### config.mk
export PLATFORM = sky130hd
export DESIGN_NAME = bmi_channel_regs
export DESIGN_NICKNAME = d
export VERILOG_FILES = /design/src/rtl/bmi_pkg.sv /design/src/rtl/bmi_acc_dec.sv /design/src/rtl/bmi_xfer_fsm.sv /design/src/rtl/bmi_stat_reg.sv /design/src/rtl/bmi_channel_regs.sv
export SDC_FILE = /design/constraint.sdc
export NUM_CORES = 1
export LEC_CHECK = 0
export BUFFER_PORTS_ARGS = -buffer_cell sky130_fd_sc_hd__buf_2
export CAP_MARGIN = 10
export CORE_ASPECT_RATIO = 0.9
export CORE_MARGIN = 2
export CORE_UTILIZATION = 50
export DETAILED_ROUTE_END_ITERATION = 7
export PLACE_DENSITY = 0.76
export REMOVE_ABC_BUFFERS = 1
export SETUP_SLACK_MARGIN = 0.05
export SLEW_MARGIN = 0
export SYNTH_ARGS = -nofsm -noshare
export SYNTH_HDL_FRONTEND = slang
export SYNTH_HIERARCHICAL = 1
export SYNTH_SLANG_ARGS = --single-unit
### constraint.sdc
create_clock -name clk -period 5.7 [get_ports clk]
set_input_delay 1.425 -clock clk [delete_from_list [all_inputs] [get_ports clk]]
set_output_delay 1.425 -clock clk [all_outputs]
set_load 0.01 [all_outputs]
### src/rtl/bmi_pkg.sv
`timescale 1ns/1ps
package bmi_pkg;
    typedef enum logic {XF_IDLE = 1'b0, XF_RUN = 1'b1} xfer_state_t;

    localparam int unsigned OFS_W  = 3;
    localparam int unsigned WORD_W = 32;
    localparam int unsigned BYTE_W = 8;

    localparam logic [OFS_W-1:0] OFS_CMD  = 3'd0;
    localparam logic [OFS_W-1:0] OFS_STAT = 3'd2;
    localparam logic [OFS_W-1:0] OFS_PTR  = 3'd4;

    localparam logic [1:0] SZ_BYTE = 2'd0;
    localparam logic [1:0] SZ_HALF = 2'd1;
    localparam logic [1:0] SZ_WORD = 2'd2;

    localparam int unsigned CMD_GO  = 0;
    localparam int unsigned ST_ACT  = 0;
    localparam int unsigned ST_ERR  = 1;
    localparam int unsigned ST_INT  = 2;
    localparam int unsigned PTR_LOW = 2;

    localparam logic [BYTE_W-1:0] ST_RESET = 8'h60;
endpackage

### src/rtl/bmi_acc_dec.sv
`timescale 1ns/1ps
module bmi_acc_dec
    import bmi_pkg::*;
(
    input  logic             acc_valid,
    input  logic             acc_write,
    input  logic [OFS_W-1:0] acc_addr,
    input  logic [1:0]       acc_size,
    output logic             cmd_we,
    output logic             st_we,
    output logic             ptr_we,
    output logic             size_bad
);
    logic wr;
    logic hit_cmd, hit_st, hit_ptr;

    always_comb begin
        wr       = acc_valid && acc_write;
        hit_cmd  = wr && (acc_addr == OFS_CMD);
        hit_st   = wr && (acc_addr == OFS_STAT);
        hit_ptr  = wr && (acc_addr == OFS_PTR);
        cmd_we   = hit_cmd && (acc_size == SZ_BYTE);
        st_we    = hit_st  && (acc_size == SZ_BYTE);
        ptr_we   = hit_ptr && (acc_size == SZ_WORD);
        size_bad = ((hit_cmd || hit_st) && (acc_size != SZ_BYTE)) ||
                   (hit_ptr && (acc_size != SZ_WORD));
    end
endmodule

### src/rtl/bmi_xfer_fsm.sv
`timescale 1ns/1ps
module bmi_xfer_fsm
    import bmi_pkg::*;
#(
    parameter int unsigned PTR_W = 32
) (
    input  logic             clk,
    input  logic             rst_n,
    input  logic             cmd_we,
    input  logic             go_bit,
    input  logic             dev_present,
    input  logic             dma_done,
    input  logic [PTR_W-1:0] ptr_cur,
    output logic             run,
    output logic             dma_start,
    output logic             dma_abort,
    output logic             nodev_err,
    output logic [PTR_W-1:0] dma_ptr
);
    xfer_state_t state_q, state_d;
    logic launch, stop, refuse;

    // next state: launch, abort, finish, refuse
    always_comb begin
        state_d = state_q;
        launch  = 1'b0;
        stop    = 1'b0;
        refuse  = 1'b0;
        unique case (state_q)
            XF_IDLE: begin
                if (!dma_done && cmd_we && go_bit) begin
                    if (dev_present) begin
                        state_d = XF_RUN;
                        launch  = 1'b1;
                    end else begin
                        refuse = 1'b1;
                    end
                end
            end
            XF_RUN: begin
                if (dma_done) begin
                    state_d = XF_IDLE;
                end else if (cmd_we && !go_bit) begin
                    if (dev_present) begin
                        state_d = XF_IDLE;
                        stop    = 1'b1;
                    end else begin
                        refuse = 1'b1;
                    end
                end
            end
            default: state_d = XF_IDLE;
        endcase
    end

    always_ff @(posedge clk) begin
        if (!rst_n) state_q <= XF_IDLE;
        else        state_q <= state_d;
    end

    always_ff @(posedge clk) begin
        if (!rst_n) begin
            dma_start <= 1'b0;
            dma_abort <= 1'b0;
            nodev_err <= 1'b0;
            dma_ptr   <= '0;
        end else begin
            dma_start <= launch;
            dma_abort <= stop;
            nodev_err <= refuse;
            if (launch) dma_ptr <= ptr_cur;
        end
    end

    assign run = (state_q == XF_RUN);

    a_r3_start_enters_run: assert property (@(posedge clk) disable iff (!rst_n)
        dma_start |-> (run && !$past(run)));
    a_r4_abort_leaves_run: assert property (@(posedge clk) disable iff (!rst_n)
        dma_abort |-> (!run && $past(run)));
    a_r4_pulses_exclusive: assert property (@(posedge clk) disable iff (!rst_n)
        $onehot0({dma_start, dma_abort}));
    a_r10_refuse_holds: assert property (@(posedge clk) disable iff (!rst_n)
        nodev_err |-> (run == $past(run)));
    a_r7_done_finishes: assert property (@(posedge clk) disable iff (!rst_n)
        dma_done |=> (!run && !dma_abort));
endmodule

### src/rtl/bmi_stat_reg.sv
`timescale 1ns/1ps
module bmi_stat_reg
    import bmi_pkg::*;
(
    input  logic              clk,
    input  logic              rst_n,
    input  logic              st_we,
    input  logic [BYTE_W-1:0] wbyte,
    input  logic              run,
    input  logic              set_int,
    input  logic              set_err,
    output logic [BYTE_W-1:0] stat
);
    localparam int unsigned MISC_W = BYTE_W - 3;

    logic [MISC_W-1:0] misc_q;
    logic              int_q, err_q;

    always_ff @(posedge clk) begin
        if (!rst_n) begin
            misc_q <= ST_RESET[BYTE_W-1:3];
            int_q  <= 1'b0;
            err_q  <= 1'b0;
        end else begin
            if (st_we) misc_q <= wbyte[BYTE_W-1:3];
            if (set_int)                     int_q <= 1'b1;
            else if (st_we && wbyte[ST_INT]) int_q <= 1'b0;
            if (set_err)                     err_q <= 1'b1;
            else if (st_we && wbyte[ST_ERR]) err_q <= 1'b0;
        end
    end

    assign stat = {misc_q, int_q, err_q, run};

    a_r6_int_kept: assert property (@(posedge clk) disable iff (!rst_n)
        (int_q && !(st_we && wbyte[ST_INT])) |=> int_q);
    a_r6_err_kept: assert property (@(posedge clk) disable iff (!rst_n)
        (err_q && !(st_we && wbyte[ST_ERR])) |=> err_q);
    a_r7_int_set: assert property (@(posedge clk) disable iff (!rst_n)
        set_int |=> int_q);
    a_r7_err_set: assert property (@(posedge clk) disable iff (!rst_n)
        set_err |=> err_q);
endmodule

### src/rtl/bmi_channel_regs.sv
`timescale 1ns/1ps
module bmi_channel_regs
    import bmi_pkg::*;
#(
    parameter int unsigned PTR_W = WORD_W
) (
    input  logic              clk,
    input  logic              rst_n,
    input  logic              acc_valid,
    input  logic              acc_write,
    input  logic [OFS_W-1:0]  acc_addr,
    input  logic [1:0]        acc_size,
    input  logic [WORD_W-1:0] acc_wdata,
    output logic [WORD_W-1:0] acc_rdata,
    input  logic              dev_present,
    input  logic              dma_done_i,
    input  logic              intr_post_i,
    input  logic              dev_err_i,
    output logic              dma_start_o,
    output logic              dma_abort_o,
    output logic [PTR_W-1:0]  dma_ptr_o,
    output logic              size_err_o,
    output logic              nodev_err_o
);
    localparam int unsigned IMG_W = 2 * WORD_W;

    logic              cmd_we, st_we, ptr_we, size_bad;
    logic              run;
    logic [BYTE_W-1:1] cmd_hi_q;
    logic [PTR_W-1:0]  ptr_q;
    logic [BYTE_W-1:0] stat, cmd_rd;
    logic [IMG_W-1:0]  img, shifted;
    logic [WORD_W-1:0] rmask;

    bmi_acc_dec u_dec (
        .acc_valid (acc_valid),
        .acc_write (acc_write),
        .acc_addr  (acc_addr),
        .acc_size  (acc_size),
        .cmd_we    (cmd_we),
        .st_we     (st_we),
        .ptr_we    (ptr_we),
        .size_bad  (size_bad)
    );

    bmi_xfer_fsm #(.PTR_W(PTR_W)) u_fsm (
        .clk         (clk),
        .rst_n       (rst_n),
        .cmd_we      (cmd_we),
        .go_bit      (acc_wdata[CMD_GO]),
        .dev_present (dev_present),
        .dma_done    (dma_done_i),
        .ptr_cur     (ptr_q),
        .run         (run),
        .dma_start   (dma_start_o),
        .dma_abort   (dma_abort_o),
        .nodev_err   (nodev_err_o),
        .dma_ptr     (dma_ptr_o)
    );

    bmi_stat_reg u_stat (
        .clk     (clk),
        .rst_n   (rst_n),
        .st_we   (st_we),
        .wbyte   (acc_wdata[BYTE_W-1:0]),
        .run     (run),
        .set_int (intr_post_i || dma_done_i),
        .set_err (dev_err_i),
        .stat    (stat)
    );

    always_ff @(posedge clk) begin
        if (!rst_n) begin
            cmd_hi_q   <= '0;
            ptr_q      <= '0;
            size_err_o <= 1'b0;
        end else begin
            size_err_o <= size_bad;
            if (cmd_we) cmd_hi_q <= acc_wdata[BYTE_W-1:1];
            if (ptr_we) ptr_q <= {acc_wdata[PTR_W-1:PTR_LOW], {PTR_LOW{1'b0}}};
        end
    end

    always_comb begin
        cmd_rd  = {cmd_hi_q, run};
        img     = '0;
        img[BYTE_W-1:0]                      = cmd_rd;
        img[2*BYTE_W +: BYTE_W]              = stat;
        img[OFS_PTR*BYTE_W +: PTR_W]         = ptr_q;
        shifted = img >> {acc_addr, 3'b000};
        unique case (acc_size)
            SZ_BYTE: rmask = 32'h0000_00FF;
            SZ_HALF: rmask = 32'h0000_FFFF;
            default: rmask = 32'hFFFF_FFFF;
        endcase
        acc_rdata = shifted[WORD_W-1:0] & rmask;
    end

    a_r3_ptr_carried: assert property (@(posedge clk) disable iff (!rst_n)
        dma_start_o |-> (dma_ptr_o == $past(ptr_q)));
    a_r9_ptr_untouched: assert property (@(posedge clk) disable iff (!rst_n)
        size_err_o |-> (ptr_q == $past(ptr_q)));
    a_r5_active_tracks_go: assert property (@(posedge clk) disable iff (!rst_n)
        (st_we && !dma_done_i && !cmd_we) |=> (stat[ST_ACT] == $past(stat[ST_ACT])));
endmodule

==> impl_metrics.yaml, run 1 <==
clock_network:
  cts-buffers-inserted: 9
  h-tree-depth: 3
  clockBufferDepth: 2
  clkLatencyLatePin_ps: 360
  clock-root-buffer: "clkbuf_8"
  cts.clk_slew.worst_paths_ps: 80
  clock-sinks: 81
  cts_hold_buf: 0
  post_cts_buffers: 0
  post_cts_resized: 0
  cts_tree: "yes"
die:
  die_w_um: 102
  num_rows: 32
  start_util: 0.508
  io_pins: 113
  dieHeight_um: 92.1
  core_um2: 8490
  dieArea_um2: 9390
critical_path:
  max_stage_delay_ps: 680
  crit_path_frequent_cell: "buf_2"
  required_ps: 4280
  crit_fanout: 25
  end_kind: "output pin"
  worstRegToRegCells: 3
  criticalPathCategory: "primary input to output pin"
  critPathArrivalTime_ps: 3170
  startpoint_type: "primary input"
  crit_path_top_delay_cell: "nor2b_1"
  cp_cell_sequence: "buf_2 > nor2b_1 > a22oi_1 > o21ai_0 > buf_2"
sta:
  worst_clock_skew_ps: 9.56
  min_period_ps: 4600
  fmax_ghz: 0.217
  setup_viol: 0
  fin_crit_sh: 0.807
  maxSlewViolCount: 0
  rsz0062_at_grt: "false"
  max_slew_margin: 0.467
  hold_viol_final: 0
  tightestPinTransition_ps: 798
  setup_tns_ps: 0
  worst_slack_ps: 1100
detailed_routing:
  viasPerCell: 5.47
  drt_iter0_drc: 173
  wl_met1_um: 4870
  top_layer: "met4"
  drtAntennaViolNets: 0
  wl_met3_um: 912
  drt_wl_total_um: 10600
  dr_wl_met2_um: 4740
  via_count: 3661
  wl_per_cell_um: 15.9
  firstDrtPassIters: 5
  drc: 0
synth:
  synth_ff_type: "dfxtp_1"
  synth-async-reset-ratio: 0
  yosys_warnings: 6
  synthDistinctLibCells: 42
  synth_edf_count: 0
  synth_area_um2: 4310
  yosysSeqAreaShare: 0.376
  synthCells: 453
  avgSynthCellArea_um2: 9.52
  ys_ff_latch: 81
power_and_ir_drop:
  combPwrFrac: 0.081
  power.switching_uw: 273
  leakagePower_nw: 1.93
  seq_power_share: 0.526
  ir_worst_vdd_mv: 0.143
  switching_share: 0.252
  powerDensity_nw_per_um2: 216
  internal_power_uw: 810
  pwr-share-clk: 0.392
final_layout:
  post-route-util: 0.591
  drive_gt1_frac: 0.284
  stdcell_area_um2: 5020
  nNetsFinal: 590
  num_antenna_cells: 0
  area_delta_synth_final_pct: 16.3
  fin_cells: 669
global_routing:
  grt_max_degree: 61
  grt_pass1_vias: 3370
  antenna_found_initial: 0
  grt_overflow: 0
  grt_pass1_wl_um: 17000
  grt_use_total: 0.230
hold_path:
  hold_class: "flip-flop to flip-flop"
  hold_depth: 2
placement:
  place.gp.congestion: 0.908
  placed_cell_area_um2: 4810
  dp_hpwl_um: 7780
  preCtsSetupSlack_ps: 1130
  place_inst: 653
  port_buffers: 112
run_status:
  outcome: "complete, no violations"
run:
  drv_cap: 0
[power by group through the flow]
stage | combinational [mW] | clock, mW | sequential, mW
finish | 0.0881 | 0.425 | 0.570
global route | 0.0967 | 0.459 | 0.570
CTS | 0.0868 | 0.438 | 0.570
detailed placement | 0.0864 | 0 | 0.583
global placement | 0.0845 | 0 | 0.583
floorplan | 0.0367 | 0 | 0.582
[path summary, 6_finish.rpt]
check               startpoint           endpoint  slack [ps]
max                acc_addr[1]      acc_rdata[24]        1100
min          u_fsm/dma_ptr[25]  u_fsm/dma_ptr[25]         460
max reg2reg          u_fsm/run  u_fsm/dma_ptr[13]        4310
min reg2reg  u_fsm/dma_ptr[25]  u_fsm/dma_ptr[25]         460
[through the flow]
step	hold slack [ps]	power, mW
final	456	1.08
after global placement	438	0.668
after global routing	478	1.13
after detailed placement	443	0.670
after CTS	461	1.09
after floorplan	459	0.619
[area by class of cell]
type,count,area [µm²]
well taps,119,149
inverters,2,7.51
flip-flops and latches,81,1620
clock buffers,9,124
repair buffers,118,606
multi-input cells,333,2430
fillers,791,3470
clock inverters,7,78.8
[worst max-delay path, delay by kind of cell]
kind | cells | cell delay (ps)
buffers and inverters | 2 | 600
AOI/OAI and AO/OA | 2 | 470
and+or+nand+nor | 1 | 680
[state kept, by name, summed over array words and instances, names as in the netlist]
name / count
u_fsm/dma_ptr: 32
ptr_q: 30
cmd_hi_q: 7
u_stat/misc_q: 5
size_err_o: 1
u_fsm/dma_abort: 1
u_fsm/dma_start: 1
u_fsm/nodev_err: 1
u_fsm/run: 1
u_stat/err_q: 1
u_stat/int_q: 1
[kinds of logic after synthesis]
family / count (synthesis) / synth area share
multiplexers: 110 / 0.261
flip-flops: 81 / 0.376
buffers and inverters: 40 / 0.0635
XOR/XNOR: 1 / 0.00203
AND/OR/NAND/NOR: 163 / 0.204
other: 1 / 0.000869
AO/OA/AOI/OAI: 57 / 0.0934
[cell usage after synthesis, drive strengths merged, types with 2 or more instances]
| cell | number | share of area |
|---|---|---|
| or2 | 2 | 0.0029 |
| nor3b | 6 | 0.010 |
| a22oi | 19 | 0.033 |
| mux2 | 15 | 0.040 |
| nand2 | 78 | 0.068 |
| o21ai | 12 | 0.014 |
| nor4b | 4 | 0.013 |
| a221o | 6 | 0.014 |
| nand3b | 3 | 0.0081 |
| clkbuf | 12 | 0.010 |
| o221ai | 6 | 0.012 |
| o22ai | 8 | 0.012 |
| buf | 26 | 0.051 |
| nor2 | 6 | 0.0052 |
| nand4 | 2 | 0.0029 |
| nand2b | 7 | 0.010 |
| dfxtp | 81 | 0.38 |
| a31oi | 2 | 0.0029 |
| mux2i | 95 | 0.22 |
| and2 | 5 | 0.0073 |
| inv | 2 | 0.0017 |
| a21oi | 2 | 0.0023 |
| and2b | 3 | 0.0052 |
| nor2b | 43 | 0.062 |
[per-layer routing]
layer,vias to the layer above,track usage
met3,16,0.0663
met5,-,0
li1,1780,-
met4,0,0.0489
met2,164,0.357
met1,1701,0.318
[placed cells by master, fill, tap and decap left out, drive strengths merged, types with 5 or more instances in the layout]
master | netlist | routed
buf | 26 | 118
mux2i | 95 | 95
dfxtp | 81 | 81
nand2 | 78 | 78
nor2b | 43 | 43
a22oi | 19 | 19
mux2 | 15 | 15
o21ai | 12 | 12
clkbuf | 12 | 9
o22ai | 8 | 8
nand2b | 7 | 7
o221ai | 6 | 6
nor2 | 6 | 6
nor3b | 6 | 6
a221o | 6 | 6
and2 | 5 | 5
Note: power is estimated with default switching activity, not from simulation.
==> run 2, diff against run 1 <==
Settings changed: CORE_UTILIZATION 50 to 48, PLACE_DENSITY 0.76 to 0.77.
Clock period 5.7 ns to 4.04 ns, I/O delays scaled along.
==> run 2 against run 1 <==
Net effect:
- first-iteration DRC count is 4.6% lower
- core utilization fell by 0.59 points
- cell count increased by 0.60%
- via count rose by 0.22%
- clock-buffer cell count up 1
- sequential share of layout area decreased by 0.28 points
- total power is 45% higher
- highest routed layer unchanged
==> impl_metrics.yaml, run 2 (same netlist as run 1, synthesis figures left out) <==
global_routing:
  grt_pass1_vias: 3485
  grt_use_total: 0.230
  grt_pass1_wl_um: 17600
  grt_max_degree: 61
  antenna_found_initial: 0
  grt_overflow: 0
critical_path:
  r2r-start: "u_fsm/run"
  required_ps: 3030
  crit_fanout: 29
  end_kind: "output pin"
  reg2reg_slack_ps: 2600
  startpoint_type: "primary input"
  criticalPathCategory: "primary input to output pin"
  worstRegToRegCells: 3
  critPathArrivalTime_ps: 2630
  reg2reg_to: "u_fsm/dma_ptr[31]"
placement:
  dp_hpwl_um: 8210
  port_buffers: 112
  placed_cell_area_um2: 4850
  place_inst: 658
  place.gp.congestion: 0.895
clock_network:
  clock-root-buffer: "clkbuf_8"
  post_cts_resized: 0
  h-tree-depth: 3
  cts_hold_buf: 0
  clockBufferDepth: 2
  clkLatencyLatePin_ps: 350
  cts_tree: "yes"
  post_cts_buffers: 0
  clock-sinks: 81
  cts-buffers-inserted: 9
  cts.clk_slew.worst_paths_ps: 80
power_and_ir_drop:
  ir_worst_vdd_mv: 0.194
  finalPower_mw: 1.57
  powerDensity_nw_per_um2: 310
  leakagePower_nw: 1.96
sta:
  fmax_ghz: 0.275
  tightestPinTransition_ps: 905
  fin_crit_sh: 0.901
  setup_tns_ps: 0
  maxSlewViolCount: 0
  hold_viol_final: 0
  rsz0062_at_grt: "false"
  max_slew_margin: 0.397
  min_period_ps: 3640
  worst_clock_skew_ps: 6.57
  setup_viol: 0
final_layout:
  post-route-util: 0.585
  fin_cells: 673
  stdcell_area_um2: 5060
  top_regs: "u_fsm/dma_ptr (32), ptr_q (30), cmd_hi_q (7)"
  drive_gt1_frac: 0.287
  largest_register: "u_fsm/dma_ptr"
  num_antenna_cells: 0
  mostFrequentLayoutCell: "buf_2"
  nNetsFinal: 595
  area_delta_synth_final_pct: 17.3
  final_cell_mix: "buf_2, mux2i_1, dfxtp_1"
  largest_register_ff_count: 32
die:
  dieArea_um2: 9760
  num_rows: 32
  start_util: 0.499
  dieHeight_um: 93.9
  core_um2: 8650
  io_pins: 113
  die_w_um: 104
detailed_routing:
  viasPerCell: 5.45
  drc: 0
  drt_wl_total_um: 11100
  drtAntennaViolNets: 0
  firstDrtPassIters: 5
  via_count: 3669
  wl_per_cell_um: 16.5
  drt_iter0_drc: 165
hold_path:
  hold_path_end: "u_fsm/dma_ptr[2]"
  hold_depth: 2
  min_from: "u_fsm/dma_ptr[2]"
  hold_class: "flip-flop to flip-flop"
run:
  drv_cap: 0
run_status:
  outcome: "complete, no violations"
==> run 2: cell types whose count changed in the layout (fill, tap and decap cells not counted) <==
cell	before	now
bufinv_16	1	2
clkbuf_1	0	1
clkinvlp_4	2	1
buf_4	6	11
inv_8	1	0
inv_6	1	0
==> run 2: final cells by class <==
class | count | area (µm²)
Tap cell | 119 | 149
Inverter | 2 | 7.51
Timing Repair Buffer | 123 | 643
Clock buffer | 10 | 128
Multi-Input combinational cell | 333 | 2430
Sequential cell | 81 | 1620
Clock inverter | 5 | 81.3
Fill cell | 784 | 3590
==> run 2: routing by layer <==
layer  up-vias  routed length (µm)  global-route usage
li1       1776                   -                   -
met4         0                 157              0.0687
met1      1717                5030               0.295
met3        14                 888              0.0707
met5         -                   0                   0
met2       162                5000               0.374
==> run 2: how the worst max path moves through the flow <==
stage / start / to / slack [ps]
after floorplan: acc_addr[0] / ptr_q[10] / -60
after global placement: acc_addr[1] / acc_rdata[9] / 460
after detailed placement: acc_addr[1] / acc_rdata[9] / 440
after CTS: acc_addr[1] / acc_rdata[9] / 440
after global routing: acc_addr[1] / acc_rdata[18] / 330
final: acc_addr[1] / acc_rdata[18] / 400
==> run 2: metrics by stage <==
| step | hold slack [ps] | setup slack (ps) |
|---|---|---|
| 3_5_place_dp | 443 | 439 |
| 4_1_cts | 459 | 436 |
| 2_1_floorplan | 459 | -64.8 |
| 6_report | 456 | 400 |
| 3_3_place_gp | 440 | 462 |
| 5_1_grt | 465 | 330 |
==> run 2: power breakdown <==
group,switching [mW],internal (mW)
clock network,0.294,0.345
logic,0.0739,0.0528
registers,0.00348,0.801
==> run 2: worst max-delay path: stages <==
cell and delay, ps:
buf_2 310, and2b_1 470, nand2_1 260, o21ai_0 370, buf_2 200
==> run 3, diff against run 2 <==
--- a/constraint.sdc
+++ b/constraint.sdc
@@ -3,2 +3,2 @@
 set_output_delay 1.01 -clock clk [all_outputs]
-set_load 0.01 [all_outputs]
+set_load 0.02 [all_outputs]
==> run 3 against run 2 <==
Net effect:
- maximum frequency down 0.56%
- critical path depth unchanged
- die area unchanged
- core utilization up 0.072 points
- total power up 1.3%
- clock skew about the same
- critical path type unchanged
- via count up 0.57%
- largest power group unchanged
- clock power up 2%
- design area up 0.12%
- clock-buffer cell count up 1
- cell count down 0.30%
- register-to-register slack better by 30 ps
==> impl_metrics.yaml, run 3 (same netlist as run 1, synthesis figures left out) <==
run_status:
  outcome: "complete, no violations"
critical_path:
  startpoint_type: "primary input"
  criticalPathCategory: "primary input to output pin"
  critPathArrivalTime_ps: 2650
  required_ps: 3030
  crit_fanout: 28
  end_kind: "output pin"
die:
  core_um2: 8650
  num_rows: 32
  start_util: 0.499
  dieArea_um2: 9760
  dieHeight_um: 93.9
  io_pins: 113
  die_w_um: 104
sta:
  fin_crit_sh: 0.906
  maxSlewViolCount: 0
  fmax_ghz: 0.273
  max_slew_margin: 0.542
  min_period_ps: 3660
  tightestPinTransition_ps: 685
  rsz0062_at_grt: "false"
  hold_viol_final: 0
  worst_clock_skew_ps: 6.70
  setup_viol: 0
placement:
  port_buffers: 112
  dp_hpwl_um: 8520
  place_inst: 656
  place.gp.congestion: 0.956
power_and_ir_drop:
  ir_worst_vdd_mv: 0.166
  leakagePower_nw: 1.96
  finalPower_mw: 1.59
  powerDensity_nw_per_um2: 314
detailed_routing:
  drt_iter0_drc: 209
  viasPerCell: 5.50
  drtAntennaViolNets: 0
  wl_per_cell_um: 17.1
  via_count: 3690
  drc: 0
  firstDrtPassIters: 5
  drt_wl_total_um: 11400
clock_network:
  clkLatencyLatePin_ps: 370
  clock-root-buffer: "clkbuf_8"
  post_cts_resized: 0
  cts-buffers-inserted: 9
  cts.clk_slew.worst_paths_ps: 70
  cts_tree: "yes"
  clockBufferDepth: 2
  cts_hold_buf: 0
  h-tree-depth: 3
  post_cts_buffers: 0
  clock-sinks: 81
final_layout:
  final_cell_mix: "buf_2, mux2i_1, dfxtp_1"
  top_regs: "u_fsm/dma_ptr (32), ptr_q (30), cmd_hi_q (7)"
  nNetsFinal: 593
  drive_gt1_frac: 0.284
  fin_cells: 671
  fillers: 797
  num_antenna_cells: 0
  largest_register: "u_fsm/dma_ptr"
  ff_latch_area_um2: 1620
  largest_register_ff_count: 32
  area_delta_synth_final_pct: 17.5
  mostFrequentLayoutCell: "buf_2"
  multi_input_comb_area_um2: 2430
global_routing:
  grt_max_degree: 75
  grt_pass1_vias: 3668
  grt_use_total: 0.241
  grt_overflow: 0
  antenna_found_initial: 0
  grt_pass1_wl_um: 18700
run:
  drv_cap: 0
hold_path:
  hold_class: "flip-flop to flip-flop"
==> run 3: cell count changes in the layout (fill, tap and decap cells not counted) <==
cell	delta
buf_4	-3
clkbuf_8	+1
buf_12	+1
inv_6	+1
clkinv_2	-1
clkinv_4	-1
==> run 3: worst paths after layout <==
kind / slack [ps] / depth (start not counted) / from / end
hold reg to reg: 450 / 2 / u_fsm/dma_ptr[3] / u_fsm/dma_ptr[3]
setup reg to reg: 2630 / 3 / u_fsm/run / u_fsm/dma_ptr[11]
setup / recovery: 380 / 5 / acc_addr[1] / acc_rdata[21]
hold / removal: 450 / 2 / u_fsm/dma_ptr[3] / u_fsm/dma_ptr[3]
==> run 3: routing by layer <==
| metal | global-route usage | share of wire | vias to the layer above | wire length (µm) |
|---|---|---|---|---|
| met5 | 0 | 0 | - | 0 |
| met1 | 0.310 | 0.45 | 1713 | 5120 |
| met3 | 0.0700 | 0.080 | 27 | 919 |
| met2 | 0.382 | 0.45 | 164 | 5110 |
| met4 | 0.100 | 0.026 | 0 | 303 |
| li1 | - | - | 1786 | - |
==> run 3: area by class of cell <==
cell class                      instances  share of cell area
Sequential cell                        81               0.320
Inverter                                2             0.00148
Multi-Input combinational cell        333               0.480
Clock buffer                           11              0.0279
Tap cell                              119              0.0294
Clock inverter                          4              0.0151
Timing Repair Buffer                  121               0.126
==> run 3: critical path: stages <==
cell and delay, ps:
buf_2 310, and2b_1 480, nand2_1 280, o21ai_0 330, buf_2 220
==> run 3: per-stage QoR <==
stage / hold WS (ps) / TNS [ps] / area, µm² / util / setup WS (ps)
floorplan: 459 / -1940 / 4050 / - / -64.8
global placement: 441 / 0 / 4850 / 0.561 / 448
detailed placement: 444 / 0 / 4850 / 0.561 / 418
CTS: 455 / 0 / 5070 / 0.586 / 411
global route: 482 / 0 / 5070 / 0.586 / 272
finish: 451 / 0 / 5070 / 0.586 / 379
==> run 3: power breakdown <==
group | internal [mW] | switching, mW | total [mW]
clock network | 0.364 | 0.290 | 0.654
logic | 0.0529 | 0.0783 | 0.131
registers | 0.801 | 0.00350 | 0.804
